===== src/rtl/acc_core_pkg.sv =====
package acc_core_pkg;

   localparam int OPC_W = 4;

   localparam logic [OPC_W-1:0] OPC_ADD   = 4'b0001;
   localparam logic [OPC_W-1:0] OPC_SUB   = 4'b0010;
   localparam logic [OPC_W-1:0] OPC_STORE = 4'b0011;
   localparam logic [OPC_W-1:0] OPC_LOAD  = 4'b0101;

   typedef enum logic [3:0] {
      ST_F_MAR,   // program counter -> address register
      ST_F_RD,    // read strobe for the instruction word
      ST_F_MDR,   // returned word -> data register
      ST_F_CIR,   // data register -> instruction register, pc + 1
      ST_DEC,     // decode; the address field goes to the address register
      ST_X_RD,    // read strobe for the operand
      ST_X_MDR,   // operand -> data register
      ST_X_ACC,   // ALU result -> accumulator
      ST_X_WR     // accumulator -> memory
   } state_t;

   typedef enum logic [1:0] {
      ALU_PASS,
      ALU_ADD,
      ALU_SUB
   } alu_op_t;

endpackage


===== src/rtl/acc_alu.sv =====
module acc_alu
   import acc_core_pkg::*;
#(
   parameter int W          = 12,
   parameter bit SUB_ADDER  = 1'b1
) (
   input  alu_op_t        op,
   input  logic [W-1:0]   a,
   input  logic [W-1:0]   b,
   output logic [W-1:0]   y
);

   logic [W-1:0] sum;
   logic [W-1:0] diff;

   assign sum = a + b;

   generate
      if (SUB_ADDER) begin : g_sub_twos
         // subtract by adding the two's complement of b
         assign diff = a + ~b + W'(1);
      end else begin : g_sub_native
         assign diff = a - b;
      end
   endgenerate

   always_comb begin
      case (op)
         ALU_ADD: y = sum;
         ALU_SUB: y = diff;
         default: y = b;
      endcase
   end

endmodule


===== src/rtl/acc_ctrl.sv =====
module acc_ctrl
   import acc_core_pkg::*;
(
   input  logic             clk,
   input  logic             rst,
   input  logic [OPC_W-1:0] opcode,
   output logic             mar_from_pc,
   output logic             mar_from_ir,
   output logic             mdr_ld,
   output logic             cir_ld,
   output logic             acc_ld,
   output logic             mem_rd,
   output logic             mem_wr,
   output logic             done,
   output alu_op_t          alu_op
);

   state_t st_q, st_d;
   logic   op_reads;
   logic   op_writes;

   assign op_reads  = (opcode == OPC_LOAD) || (opcode == OPC_ADD) || (opcode == OPC_SUB);
   assign op_writes = (opcode == OPC_STORE);

   always_ff @(posedge clk) begin
      if (rst) st_q <= ST_F_MAR;
      else     st_q <= st_d;
   end

   always_comb begin
      st_d        = st_q;
      mar_from_pc = 1'b0;
      mar_from_ir = 1'b0;
      mdr_ld      = 1'b0;
      cir_ld      = 1'b0;
      acc_ld      = 1'b0;
      mem_rd      = 1'b0;
      mem_wr      = 1'b0;
      done        = 1'b0;
      case (st_q)
         ST_F_MAR: begin mar_from_pc = 1'b1; st_d = ST_F_RD;  end
         ST_F_RD:  begin mem_rd      = 1'b1; st_d = ST_F_MDR; end
         ST_F_MDR: begin mdr_ld      = 1'b1; st_d = ST_F_CIR; end
         ST_F_CIR: begin cir_ld      = 1'b1; st_d = ST_DEC;   end
         ST_DEC: begin
            if (op_reads) begin
               mar_from_ir = 1'b1;
               st_d        = ST_X_RD;
            end else if (op_writes) begin
               mar_from_ir = 1'b1;
               st_d        = ST_X_WR;
            end else begin
               done = 1'b1;
               st_d = ST_F_MAR;
            end
         end
         ST_X_RD:  begin mem_rd = 1'b1; st_d = ST_X_MDR; end
         ST_X_MDR: begin mdr_ld = 1'b1; st_d = ST_X_ACC; end
         ST_X_ACC: begin acc_ld = 1'b1; done = 1'b1; st_d = ST_F_MAR; end
         ST_X_WR:  begin mem_wr = 1'b1; done = 1'b1; st_d = ST_F_MAR; end
         default:  st_d = ST_F_MAR;
      endcase
   end

   always_comb begin
      case (opcode)
         OPC_ADD: alu_op = ALU_ADD;
         OPC_SUB: alu_op = ALU_SUB;
         default: alu_op = ALU_PASS;
      endcase
   end

   // the two strobes never overlap
   assert_rdwr_excl_R10: assert property (@(posedge clk) disable iff (rst)
      !(mem_rd && mem_wr));

   // read data is captured one cycle after the strobe
   assert_mdr_latency_R10: assert property (@(posedge clk) disable iff (rst)
      mem_rd |=> mdr_ld);

   assert_done_pulse_R9: assert property (@(posedge clk) disable iff (rst)
      done |=> !done);

   assert_wr_store_R7: assert property (@(posedge clk) disable iff (rst)
      mem_wr |-> (opcode == OPC_STORE));

   assert_wr_after_addr_R7: assert property (@(posedge clk) disable iff (rst)
      mem_wr |-> $past(mar_from_ir));

endmodule


===== src/rtl/acc_core.sv =====
module acc_core
   import acc_core_pkg::*;
#(
   parameter int ADDR_W    = 8,
   parameter int DATA_W    = 12,
   parameter bit SUB_ADDER = 1'b1
) (
   input  logic              clk,
   input  logic              rst,
   output logic [ADDR_W-1:0] mem_addr,
   output logic              mem_rd,
   output logic              mem_wr,
   output logic [DATA_W-1:0] mem_wdata,
   input  logic [DATA_W-1:0] mem_rdata,
   output logic              instr_done,
   output logic [ADDR_W-1:0] pc_o,
   output logic [DATA_W-1:0] acc_o
);

   localparam int OPC_LSB = DATA_W - OPC_W;

   generate
      if (DATA_W != OPC_W + ADDR_W) begin : g_bad_width
         $error("acc_core: DATA_W must equal opcode width plus ADDR_W");
      end
      if (ADDR_W < 1) begin : g_bad_addr
         $error("acc_core: ADDR_W must be at least 1");
      end
   endgenerate

   logic [ADDR_W-1:0] pc_q;
   logic [ADDR_W-1:0] mar_q;
   logic [DATA_W-1:0] mdr_q;
   logic [DATA_W-1:0] cir_q;
   logic [DATA_W-1:0] acc_q;
   logic [DATA_W-1:0] alu_y;

   logic    mar_from_pc, mar_from_ir, mdr_ld, cir_ld, acc_ld;
   alu_op_t alu_op;

   acc_ctrl u_ctrl (
      .clk         (clk),
      .rst         (rst),
      .opcode      (cir_q[DATA_W-1:OPC_LSB]),
      .mar_from_pc (mar_from_pc),
      .mar_from_ir (mar_from_ir),
      .mdr_ld      (mdr_ld),
      .cir_ld      (cir_ld),
      .acc_ld      (acc_ld),
      .mem_rd      (mem_rd),
      .mem_wr      (mem_wr),
      .done        (instr_done),
      .alu_op      (alu_op)
   );

   acc_alu #(
      .W         (DATA_W),
      .SUB_ADDER (SUB_ADDER)
   ) u_alu (
      .op (alu_op),
      .a  (acc_q),
      .b  (mdr_q),
      .y  (alu_y)
   );

   always_ff @(posedge clk) begin
      if (rst) begin
         pc_q  <= '0;
         mar_q <= '0;
         mdr_q <= '0;
         cir_q <= '0;
         acc_q <= '0;
      end else begin
         if (mar_from_pc)      mar_q <= pc_q;
         else if (mar_from_ir) mar_q <= cir_q[ADDR_W-1:0];
         if (mdr_ld) mdr_q <= mem_rdata;
         if (cir_ld) begin
            cir_q <= mdr_q;
            pc_q  <= pc_q + 1'b1;
         end
         if (acc_ld) acc_q <= alu_y;
      end
   end

   assign mem_addr  = mar_q;
   assign mem_wdata = acc_q;
   assign pc_o      = pc_q;
   assign acc_o     = acc_q;

   // reset leaves pc and accumulator at zero
   logic rst_seen_q;
   always_ff @(posedge clk) begin
      rst_seen_q <= rst;
      if (rst_seen_q) begin
         assert_reset_clear_R1: assert (pc_q == '0 && acc_q == '0);
      end
   end

   assert_pc_step_R3: assert property (@(posedge clk) disable iff (rst)
      !$stable(pc_q) |-> (pc_q == ADDR_W'($past(pc_q) + 1'b1)));

   assert_acc_hold_R8: assert property (@(posedge clk) disable iff (rst)
      !acc_ld |=> $stable(acc_q));

   assert_cir_hold_R2: assert property (@(posedge clk) disable iff (rst)
      !cir_ld |=> $stable(cir_q));

endmodule


===== config.mk =====
export PLATFORM = sky130hd
export DESIGN_NAME = acc_core
export DESIGN_NICKNAME = d
export VERILOG_FILES = /design/src/rtl/acc_core_pkg.sv /design/src/rtl/acc_alu.sv /design/src/rtl/acc_ctrl.sv /design/src/rtl/acc_core.sv
export SDC_FILE = /design/constraint.sdc
export NUM_CORES = 1
export LEC_CHECK = 0
export BUFFER_PORTS_ARGS = -buffer_cell sky130_fd_sc_hd__buf_4
export CAP_MARGIN = 20
export CORE_ASPECT_RATIO = 0.6
export CORE_MARGIN = 2
export CORE_UTILIZATION = 35
export CTS_BUF_LIST = sky130_fd_sc_hd__clkbuf_4 sky130_fd_sc_hd__clkbuf_8
export DETAILED_ROUTE_END_ITERATION = 8
export HOLD_SLACK_MARGIN = 0.15
export PLACE_DENSITY_LB_ADDON = 0.2
export SKIP_LAST_GASP = 1
export SYNTH_ARGS = -nofsm -noshare
export SYNTH_HDL_FRONTEND = slang
export SYNTH_SLANG_ARGS = --single-unit

===== constraint.sdc =====
create_clock -name clk -period 2.9 [get_ports clk]
set_input_delay 0.29 -clock clk [delete_from_list [all_inputs] [get_ports clk]]
set_output_delay 0.29 -clock clk [all_outputs]
set_load 0.02 [all_outputs]

==> impl_results.md <==
- MaxCap Viol Count: 0
- Async SR Flop Fraction: 0%
- Worst setup SP type: flip-flop
- Antenna violations before repair: 0
- Yosys warnings: 0
- Synth top area cells: dfxtp_1, ha_1, nor2_1, a21oi_1, nand2_1
- Setup tns final: 0 ps
- Cts bufs inserted: 5
- CTS tree: yes
- I/O Pins: 57
- Yosys top cell by area: dfxtp_1
- Worst Tran Pin Value: 807 ps
- Clock Tree Root: clkbuf_8
- Slew Limit Fails: 0
- Detail Route Antenna Nets: 0
- RePlAce Congestion: 0.864
- Max-slew headroom: 45.8%
- Wire length per cell: 16.8 um
- Final setup fails: 0
- Post-DP HPWL: 8020 um
- Clk pin slew, worst setup/hold paths: 110 ps
- Crit path kind: reg -> reg
- DRC: 0
- VDD IR-drop max: 0.000359 V
- Crit. End Element: flip-flop
- Vias per Instance: 5.31
- Layout cells sized above 1: 19.1%
- H-tree depth: 2
- Layout Nets: 537
- Max Clock Skew: 11.8 ps
- First-pass GRT wire length: 17100 um
- Synth top cells by count: nor2_1, dfxtp_1, a21oi_1
- Hold Crit Class: in -> reg
- Cell count after synthesis: 460
- Syn_nets: 501
- Post-synth top flop: dfxtp_1
- Clock buffer depth: 2
- Most frequent cell after synthesis: nor2_1
- Cell Area, Synth: 3720 um^2
- Worst Path Required: 3120 ps
- Seq/Total Area, Yosys: 30.2%
- Die area: 11500 um^2
- Seq cells post-synth: 56
- Top cell type's share of synthesized area: 30.2%
- Synthesis-to-layout area growth: 15.5%
- Setup Fix Bufs, Post-CTS: 0
- Grt total ovfl: 0
- Routed WL: 10700 um
- Period minus WS final: 2750 ps
- Worst Path Arrival: 2980 ps
- Clock latency on the worst-skew pair: 320 ps
- Resized Gates After CTS: 0
- Largest net degree at the start of global routing: 60
- Fmax: 363 MHz
- Tcrit/Tclk final: 94.9%
- P_leak: 1.81 nW
- Grt met2 use: 25.8%
- Final Hold Fails: 0
- Status: finished, final reports clean
- GR Util met3: 3.46%
- Mapped Avg Cell Area: 8.08 um^2
- Drt pass-1 iters: 4
- Core Rows: 29
- Post-synth EDFFs: 0
- Most used routing layer: met1
- Core Region: 10500 um^2
- Diode count: 0
- Hold buffers post-CTS: 0
- Die Y: 83.8 um
- Initial Util: 35.6%
- Pwr Density: 453 nW/um^2
- Chip width: 137 um
- Grt met1 use: 30.9%
- Gr usage total: 19.2%
- Vias in the first global route: 3133
- Routed vias: 3380
- Critical Path Fanout Max: 4
- Port buffer count: 56
- Total power: 0.00194 W
- Clk sink count: 56
- Initial drt markers: 293
- Post-synth cell types: 65
[power breakdown]
part	internal, W	total (W)	switching (W)	leakage, nW
Sequential	0.000814	0.000872	0.0000585	0.455
Combinational	0.000246	0.000601	0.000355	1.31
Clock	0.000204	0.000471	0.000267	0.0479
[worst max-delay path, cell delays in order (launching register included)]
cell       delay, ps
dfxtp_1          360
inv_1             90
ha_1             170
inv_1             50
fa_1             430
a211oi_1         340
o21bai_2         180
a2111oi_4        440
nor4_1           110
a311o_1          320
a21o_1           170
[layout by cell type, fill, tap and decap left out, drive strengths merged, types with 7 or more instances in the layout]
cell type / count
buf: 68
inv: 28
xnor2: 8
a21oi: 44
nand2: 41
a211oi: 16
ha: 25
dfxtp: 56
o21ai: 11
nor2: 62
mux2i: 12
nor3: 13
clkbuf: 7
[metal layers]
layer / up-vias / share of wire, %
li1: 1691 / -
met1: 1589 / 54
met2: 96 / 39
met3: 4 / 6.8
met4: 0 / 0.46
met5: - / 0
[cells by family after synthesis]
group	share of synthesized area, %
AND/OR/NAND/NOR	22.4
AO/OA/AOI/OAI	22.1
buffers and inverters	8.96
flip-flops	30.2
adder cells (fa/ha/maj)	9.49
multiplexers	3.84
XOR/XNOR	3.06
[registers in the layout (all words and copies together), names as in the netlist]
| signal | flops |
|---|---|
| mdr_q | 12 |
| u_ctrl.st_q | 4 |
| mem_addr | 8 |
| pc_o | 8 |
| cir_q | 12 |
| acc_o | 12 |
[final cells by class]
type	count	area (um^2)
clock buffer	7	90.1
clock inverter	1	7.51
fill	1085	6160
inverter	28	105
multi-input combinational	337	2280
sequential	56	1120
tap	139	174
timing repair buffer	68	510
[final timing paths]
kind,from,end,slack (ps),cells after the start
setup / recovery,acc_o[0],acc_o[8],150,10
setup reg to reg,acc_o[0],acc_o[8],150,10
hold reg to reg,cir_q[3],cir_q[3],460,2
hold / removal,mem_rdata[7],mdr_q[7],190,3
[metrics by stage]
step | cells | area (um^2) | util (%) | setup slack, ps | hold WS, ps
4_1_cts | 636 | 4280 | 40.9 | 121 | 183
3_3_place_gp | 628 | 4180 | 40.0 | 176 | 448
3_5_place_dp | 628 | 4180 | 40.0 | 146 | 450
5_1_grt | 636 | 4290 | 41.1 | -20.7 | 183
2_1_floorplan | 460 | 3720 | - | 408 | 429
6_report | 636 | 4290 | 41.1 | 149 | 192
Note: power is estimated with default switching activity, not from simulation.
